===== config.mk =====
export PLATFORM = sky130hd
export DESIGN_NAME = wclk_sync_monitor
export DESIGN_NICKNAME = d
export VERILOG_FILES = /design/src/rtl/wsm_pkg.sv /design/src/rtl/wsm_edge_det.sv /design/src/rtl/wsm_phase_cnt.sv /design/src/rtl/wsm_window.sv /design/src/rtl/wsm_sync_ctrl.sv /design/src/rtl/wclk_sync_monitor.sv
export SDC_FILE = /design/constraint.sdc
export NUM_CORES = 1
export LEC_CHECK = 0
export BUFFER_PORTS_ARGS = -buffer_cell sky130_fd_sc_hd__buf_2
export CAP_MARGIN = 15
export CORE_MARGIN = 2
export CORE_UTILIZATION = 52
export DETAILED_ROUTE_END_ITERATION = 8
export PLACE_DENSITY = 0.71
export SYNTH_ARGS = -nofsm -noshare
export SYNTH_HDL_FRONTEND = slang
export SYNTH_SLANG_ARGS = --single-unit

===== constraint.sdc =====
create_clock -name clk -period 2.67 [get_ports clk]
set_input_delay 0.534 -clock clk [delete_from_list [all_inputs] [get_ports clk]]
set_output_delay 0.534 -clock clk [all_outputs]
set_load 0.02 [all_outputs]

===== src/rtl/wsm_pkg.sv =====
package wsm_pkg;

    // Forced-alignment sequencer states
    typedef enum logic [1:0] {
        FS_IDLE = 2'd0,   // normal monitoring, no request
        FS_ARM0 = 2'd1,   // request seen, waiting for first edge
        FS_ARM1 = 2'd2,   // first edge skipped, waiting for second
        FS_DONE = 2'd3    // forced alignment done, request still held
    } fsync_e;

    typedef struct packed {
        fsync_e fs;
        logic   locked;
        logic   pulse;
        logic   stb;
    } ctrl_st_t;

endpackage


===== src/rtl/wsm_edge_det.sv =====
module wsm_edge_det #(
    parameter int SYNC_STG = 2
) (
    input  logic clk,
    input  logic rst_n,
    input  logic wclk,
    output logic rise
);

    logic sampled;

    generate
        if (SYNC_STG > 0) begin : g_sync
            logic [SYNC_STG-1:0] chain_d, chain_q;

            always_comb begin
                chain_d = (chain_q << 1) | SYNC_STG'(wclk);
            end

            always_ff @(posedge clk or negedge rst_n) begin
                if (!rst_n) chain_q <= '0;
                else        chain_q <= chain_d;
            end

            assign sampled = chain_q[SYNC_STG-1];
        end else begin : g_direct
            assign sampled = wclk;
        end
    endgenerate

    logic prev_d, prev_q;

    always_comb begin
        prev_d = sampled;
    end

    always_ff @(posedge clk or negedge rst_n) begin
        if (!rst_n) prev_q <= 1'b0;
        else        prev_q <= prev_d;
    end

    assign rise = sampled & ~prev_q;

    // two rises need a low sample between them
    AST_RISE_SPACED: assert property (@(posedge clk) disable iff (!rst_n)
        rise |=> !rise);

endmodule


===== src/rtl/wsm_phase_cnt.sv =====
module wsm_phase_cnt #(
    parameter int PER_LO = 256,
    parameter int PER_HI = 384,
    parameter int CNT_W  = $clog2(PER_HI)
) (
    input  logic             clk,
    input  logic             rst_n,
    input  logic             sel_hi,
    input  logic             load,
    output logic [CNT_W-1:0] cnt,
    output logic             wrap_next
);

    localparam logic [CNT_W-1:0] LAST_LO = CNT_W'(PER_LO - 1);
    localparam logic [CNT_W-1:0] LAST_HI = CNT_W'(PER_HI - 1);

    typedef struct packed {
        logic [CNT_W-1:0] cnt;
    } cnt_st_t;

    cnt_st_t          st_d, st_q;
    logic [CNT_W-1:0] last;

    always_comb begin
        last = sel_hi ? LAST_HI : LAST_LO;
        st_d = st_q;
        if (load) begin
            st_d.cnt = '0;               // edge becomes the reference point
        end else if (st_q.cnt >= last) begin
            st_d.cnt = '0;               // period boundary
        end else begin
            st_d.cnt = st_q.cnt + CNT_W'(1);
        end
        wrap_next = (st_d.cnt == '0);
    end

    always_ff @(posedge clk or negedge rst_n) begin
        if (!rst_n) st_q <= '0;
        else        st_q <= st_d;
    end

    assign cnt = st_q.cnt;

    // with a steady period select the counter stays within the period
    AST_CNT_BOUNDED: assert property (@(posedge clk) disable iff (!rst_n)
        $stable(sel_hi) |-> (st_q.cnt <= last));

endmodule


===== src/rtl/wsm_window.sv =====
module wsm_window #(
    parameter int PER_LO = 256,
    parameter int PER_HI = 384,
    parameter int WIN_W  = 8,
    parameter int CNT_W  = $clog2(PER_HI)
) (
    input  logic [CNT_W-1:0] cnt,
    input  logic             sel_hi,
    output logic             in_win
);

    // Expected edge: counter at last position of the period.
    // Window covers HALF cycles early through HALF-1 cycles late.
    localparam int HALF = WIN_W / 2;
    localparam logic [CNT_W-1:0] EARLY_LO = CNT_W'(PER_LO - 1 - HALF);
    localparam logic [CNT_W-1:0] EARLY_HI = CNT_W'(PER_HI - 1 - HALF);
    localparam logic [CNT_W-1:0] LATE_LIM = CNT_W'(HALF - 1);

    logic [CNT_W-1:0] early_bound;

    always_comb begin
        early_bound = sel_hi ? EARLY_HI : EARLY_LO;
        in_win      = (cnt >= early_bound) || (cnt < LATE_LIM);
    end

endmodule


===== src/rtl/wsm_sync_ctrl.sv =====
module wsm_sync_ctrl
    import wsm_pkg::*;
(
    input  logic clk,
    input  logic rst_n,
    input  logic win_ctl_n,
    input  logic rise,
    input  logic in_win,
    input  logic wrap_next,
    output logic resync,
    output logic locked,
    output logic pulse,
    output logic stb
);

    ctrl_st_t st_d, st_q;

    logic monitor_ok;
    logic forced_hit;
    logic auto_hit;

    // Decision logic kept apart from the state update so the counter load
    // and the strobe path do not form a block-level loop.
    assign monitor_ok = ((st_q.fs == FS_IDLE) &&  win_ctl_n) ||
                        ((st_q.fs == FS_DONE) && !win_ctl_n);
    assign forced_hit = (st_q.fs == FS_ARM1) && !win_ctl_n && rise;
    assign auto_hit   = monitor_ok && rise && (!st_q.locked || !in_win);
    assign resync     = forced_hit || auto_hit;

    always_comb begin
        st_d = st_q;

        unique case (st_q.fs)
            FS_IDLE: if (!win_ctl_n) st_d.fs = FS_ARM0;
            FS_ARM0: begin
                if (win_ctl_n) st_d.fs = FS_IDLE;
                else if (rise) st_d.fs = FS_ARM1;
            end
            FS_ARM1: begin
                if (win_ctl_n) st_d.fs = FS_IDLE;
                else if (rise) st_d.fs = FS_DONE;
            end
            FS_DONE: if (win_ctl_n) st_d.fs = FS_IDLE;
            default: st_d.fs = FS_IDLE;
        endcase

        if (resync) begin
            st_d.locked = 1'b1;
        end else if ((st_d.fs == FS_ARM0) || (st_d.fs == FS_ARM1)) begin
            st_d.locked = 1'b0;
        end

        st_d.pulse = resync;
        st_d.stb   = wrap_next && st_d.locked;
    end

    always_ff @(posedge clk or negedge rst_n) begin
        if (!rst_n) begin
            st_q.fs     <= FS_IDLE;
            st_q.locked <= 1'b0;
            st_q.pulse  <= 1'b0;
            st_q.stb    <= 1'b0;
        end else begin
            st_q <= st_d;
        end
    end

    assign locked = st_q.locked;
    assign pulse  = st_q.pulse;
    assign stb    = st_q.stb;

    AST_ARMED_UNLOCKED: assert property (@(posedge clk) disable iff (!rst_n)
        ((st_q.fs == FS_ARM0) || (st_q.fs == FS_ARM1)) |-> !st_q.locked);

    AST_FIRST_EDGE_SKIPPED: assert property (@(posedge clk) disable iff (!rst_n)
        ((st_q.fs == FS_ARM0) && !win_ctl_n && rise) |=> !st_q.pulse);

    AST_SECOND_EDGE_ALIGNS: assert property (@(posedge clk) disable iff (!rst_n)
        ((st_q.fs == FS_ARM1) && !win_ctl_n && rise) |=> (st_q.pulse && st_q.locked));

    AST_UNLOCKED_EDGE_ALIGNS: assert property (@(posedge clk) disable iff (!rst_n)
        ((st_q.fs == FS_IDLE) && win_ctl_n && !st_q.locked && rise) |=> st_q.pulse);

    AST_PULSE_SINGLE: assert property (@(posedge clk) disable iff (!rst_n)
        st_q.pulse |=> !st_q.pulse);

endmodule


===== src/rtl/wclk_sync_monitor.sv =====
module wclk_sync_monitor #(
    parameter int PER_LO   = 256,
    parameter int PER_HI   = 384,
    parameter int WIN_W    = 8,
    parameter int SYNC_STG = 2
) (
    input  logic clk,
    input  logic rst_n,
    input  logic ratio_hi,
    input  logic wclk,
    input  logic win_ctl_n,
    output logic sample_stb,
    output logic locked,
    output logic resync_pulse
);

    localparam int CNT_W = $clog2(PER_HI);

    logic             rise;
    logic             in_win;
    logic             wrap_next;
    logic             resync;
    logic [CNT_W-1:0] cnt;

    wsm_edge_det #(
        .SYNC_STG (SYNC_STG)
    ) u_edge (
        .clk   (clk),
        .rst_n (rst_n),
        .wclk  (wclk),
        .rise  (rise)
    );

    wsm_phase_cnt #(
        .PER_LO (PER_LO),
        .PER_HI (PER_HI),
        .CNT_W  (CNT_W)
    ) u_cnt (
        .clk       (clk),
        .rst_n     (rst_n),
        .sel_hi    (ratio_hi),
        .load      (resync),
        .cnt       (cnt),
        .wrap_next (wrap_next)
    );

    wsm_window #(
        .PER_LO (PER_LO),
        .PER_HI (PER_HI),
        .WIN_W  (WIN_W),
        .CNT_W  (CNT_W)
    ) u_win (
        .cnt    (cnt),
        .sel_hi (ratio_hi),
        .in_win (in_win)
    );

    wsm_sync_ctrl u_ctrl (
        .clk       (clk),
        .rst_n     (rst_n),
        .win_ctl_n (win_ctl_n),
        .rise      (rise),
        .in_win    (in_win),
        .wrap_next (wrap_next),
        .resync    (resync),
        .locked    (locked),
        .pulse     (resync_pulse),
        .stb       (sample_stb)
    );

    AST_STB_ON_ALIGN: assert property (@(posedge clk) disable iff (!rst_n)
        resync_pulse |-> sample_stb);

    AST_STB_NEEDS_LOCK: assert property (@(posedge clk) disable iff (!rst_n)
        sample_stb |-> locked);

endmodule


# --- Yosys cells after proc, flatten, opt, wreduce, memory -nomap -nowiden ---
# Cells that the tools add are included.
word_totals:
  reg_bits: 17
  inputBits: 5
classes:
  eq_ne: 5
  n_addsub: 1
  magnitude_cmp: 3
  n_mux: 13
  n_reduce_logical: 17
  bitwise_logic: 3
op_table:
  columns: ["cell", "n"]
  rows:
  - ["$mux W9", 4]
  - ["$ge A9 B9 Y1", 2]
  - ["$mux W2", 6]
  - ["$add A9 B1 Y9 const B", 1]
  - ["$logic_not A9 Y1", 1]
  - ["$lt A9 B2 Y1 const B", 1]
  - ["$pmux W2 S4", 1]
  - ["$logic_and A1 B1 Y1", 7]
  - ["$eq A2 B2 Y1 const B", 3]
  - ["$logic_or A1 B1 Y1", 5]
  - ["$eq A2 B1 Y1 const B", 2]
  - ["$logic_not A1 Y1", 3]
  - ["$logic_not A2 Y1", 1]
  - ["$mux W1", 2]
  - ["$or A2 B1 Y2", 1]
  - ["$and A1 B1 Y1", 1]
  - ["$not A1 Y1", 1]

# --- Logic depth before layout (Yosys ltp) ---
logic_depth:
  word_depth: 10
  ltp_mapped: 7
  mapped_depth_nobuf: 7

# --- Cells and area by module ---
# A second synthesis with hierarchy kept.
unflattened:
  cells_unflattened: 98
  hier_area_um2: 959.7
modules_own_cells:
  columns: ["module", "instances", "cells_per_inst", "area_each_um2"]
  rows:
  - ["wsm_phase_cnt", 1, 60, 565.5]
  - ["wsm_sync_ctrl", 1, 22, 230.2]
  - ["wsm_edge_det", 1, 4, 88.8]
  - ["wsm_window", 1, 12, 75.1]

# --- Worst setup path after synthesis ---
# No wires, ideal clock.
synth_timing:
  path_kind: "input to register"
  start: "in ratio_hi"
  end: "reg u_ctrl.stb (netlist name)"
  setup_slack_ns: 1.004
  setup_time_ns: 0.132
  arrival_time_ns: 1.534
  path_stages: 7
  cell_sequence: "inv_1 > ha_1 > nand4_1 > a211o_1 > nand4_2 > and2_4 > o221ai_2"
synth_lines:
  columns: ["item", "line_no", "rtl"]
  rows:
  - ["from (decl)", "wclk_sync_monitor.sv:9", "input logic ratio_hi,"]

==> flow_summary.ini <==
[run_status]
outcome = completed

[detailed_routing]
dr_wl_met2_um = 727
wl_met3_um = 50
vias = 690
topRoutingLayerUsed = met4
routed_via_density = 5.90
drcViolationCount = 0
dr.pass1.iters = 4
ant_nets = 0
wl_per_cell_um = 12.8
first_iter_violations = 7
wl_met1_um = 700
totalWireLength_um = 1500

[place]
post_dp_cell_area_sq_um = 942
place_inst = 113
dp_hpwl_um = 1090
place.gp.congestion = 0.818
numPortBuffers = 7

[die]
initial_core_util = 0.536
fp-row-count = 15
die-area_sq_mm = 0.00209
chipWidth_um = 45.7
dieHeight_um = 45.7
io_pins = 8
coreArea_sq_mm = 0.00169

[worst_setup_path]
cpMaxStageDelayCell = dfrtp_1
cp.required_ns = 2.89
cpPeakStageDelay_ns = 0.45
critPathMaxFanout = 7
worst-r2r-setup-slack_ns = 0.96
setup.worst_path.end_class = flip-flop
path_class = flip-flop to flip-flop
arrival_ns = 1.92
rr_worst_depth = 6
startpoint_type = flip-flop
crit_chain = ha_1, nand3_1, xor2_1, nand4_1, nand4bb_1, o221ai_2

[synthesis]
ys_types = 30
syn_area_sq_um = 906
syn_area_per_cell_sq_um = 9.74
ys_seq_area_frac = 0.470
synth_fp_nets = 101
yosys_warnings = 0
synthCells = 93
ys_seq_elements = 17

[clock_tree]
post_cts_resized = 0
clk_latency_ns = 0.29
cts_sinks = 17
clk_path_buf_depth = 2
cts.clk_slew.worst_paths_ns = 0.10
post_cts_buffers = 0
htree_levels = 1
tritoncts = built
cts_buffers = 3
postCtsHoldBufs = 0
root_buffer = clkbuf_4

[power]
cellLeakagePower_nw = 0.454
totalPowerFinal_uw = 737
p_per_area_mw_per_mm2 = 760
ir_drop_mv = 0.404

[sta]
slew_violations = 0
setup_viol = 0
fin_crit_sh = 0.640
relSlewSlack = 0.751
finalHoldViolations = 0
fmax_mhz = 585
finalClockSkew_ns = 0.00601
rsz0062_at_grt = false
worst_slew_pin_slew_ns = 0.373
fin_crit_ns = 1.71
finalSetupTns_ns = 0

[layout]
layout-drive-gt1-share = 0.190
fill_cells = 157
syn2layout_area_growth_pct = 7.04
fin_cells = 117
insertedDiodeCount = 0
final_area_sq_um = 970
finalNetCount = 109

[grt]
track_usage = 0.171
grt_pass1_vias = 585
grt_pass1_wl_um = 2550
overflow = 0
grt_max_degree = 18
grt_antenna_before_repair = 0

[flow_run]
max-cap-violations = 0

[worst_hold_path]
hold_path.class = input port to async pin
==> final timing paths <==
kind / start / to
setup / recovery: u_cnt.cnt[0] / u_ctrl.stb
hold / removal: rst_n / u_ctrl.stb
setup reg to reg: u_cnt.cnt[0] / u_ctrl.stb
hold reg to reg: u_edge.g_sync.chain_q[0] / u_edge.g_sync.chain_q[1]
max in group asynchronous: rst_n / u_cnt.cnt[3]
min in group clk: wclk / u_edge.g_sync.chain_q[0]
==> cells by family (layout without fill, tap and decap cells) <==
group,after synthesis,in the layout,synth area share
flip-flops,17,17,0.470
AO/OA/AOI/OAI,11,11,0.0981
buffers and inverters,8,15,0.0387
AND/OR/NAND/NOR,45,45,0.264
XOR/XNOR,8,8,0.0774
adder cells (fa/ha/maj),3,3,0.0414
multiplexers,1,1,0.0111
==> report_power, final <==
group | leakage [nW] | internal, mW | switching (mW)
sequential | 0.218 | 0.310 | 0.0846
clock | 0.0177 | 0.0557 | 0.0780
combinational | 0.218 | 0.0963 | 0.113
==> stage by stage <==
step / hold WS (ns) / util / setup WS (ns)
CTS: 0.155 / 0.574 / 0.970
finish: 0.144 / 0.574 / 0.962
global route: 0.162 / 0.574 / 0.807
detailed placement: 0.344 / 0.558 / 0.790
floorplan: 0.238 / - / 1.00
global placement: 0.340 / 0.558 / 0.811
==> cell usage after synthesis <==
master / number / area [sq um]
inv_1: 4 / 15.0
and2b_1: 1 / 7.51
ha_1: 3 / 37.5
nand3_1: 5 / 25.0
dfrtp_1: 17 / 425
o21a_1: 1 / 7.51
a211o_1: 1 / 8.76
nand3_2: 2 / 20.0
nand3b_1: 1 / 7.51
nor3_1: 4 / 20.0
o221ai_2: 1 / 15.0
a211oi_1: 1 / 7.51
nand4_2: 1 / 12.5
nor2_1: 17 / 63.8
or3b_1: 1 / 8.76
o21ai_0: 1 / 5.00
mux2i_1: 1 / 10.0
xnor2_1: 5 / 43.8
a21oi_1: 3 / 15.0
a31o_2: 1 / 8.76
and2_4: 1 / 8.76
nand4bb_1: 1 / 11.3
nand4_1: 3 / 18.8
or2_1: 1 / 6.26
xor2_1: 3 / 26.3
nand2_1: 6 / 22.5
buf_2: 4 / 20.0
nor4_1: 1 / 6.26
a21o_2: 1 / 8.76
a22oi_2: 1 / 12.5
==> layout by cell type, fill, tap and decap left out, drive strengths merged <==
master   netlist  final
nor2          17     17
dfrtp         17     17
buf            4      7
nand3          7      7
nand2          6      6
xnor2          5      5
nor3           4      4
inv            4      4
nand4          4      4
a21oi          3      3
xor2           3      3
ha             3      3
clkbuf         0      3
and2b          1      1
o21a           1      1
a21o           1      1
nand3b         1      1
or3b           1      1
a22oi          1      1
nor4           1      1
a211o          1      1
a211oi         1      1
or2            1      1
and2           1      1
o21ai          1      1
a31o           1      1
nand4bb        1      1
mux2i          1      1
o221ai         1      1
clkinv         0      1
==> cell type report <==
type	instances	area, sq um	area share
multi-input cells	68	445	0.459
flip-flops and latches	17	425	0.439
repair buffers	7	35.0	0.0361
clock buffers	3	22.5	0.0232
well taps	17	21.3	0.0219
inverters	4	15.0	0.0155
clock inverters	1	5.00	0.00516
==> critical path, delay by kind of cell, from the launching register on <==
family | cells | cell delay, ns
xor gates and xnor gates | 1 | 0.19
AOI/OAI and AO/OA | 1 | 0.17
adders and majority gates | 1 | 0.34
DFF | 1 | 0.45
and+or+nand+nor | 3 | 0.48
==> registers in the layout, summed over array words and instances (netlist names) <==
register               count
u_ctrl.pulse               1
u_edge.g_sync.chain_q      2
u_edge.prev_q              1
u_ctrl.stb                 1
u_cnt.cnt                  9
u_ctrl.st_q                2
u_ctrl.locked              1
==> routing by layer <==
metal  vias up  GRT usage
met2        16      0.268
met5         -          0
met4         0     0.0914
met1       336      0.230
met3         4     0.0238
li1        334          -
Note: power is estimated with default switching activity, not from simulation.
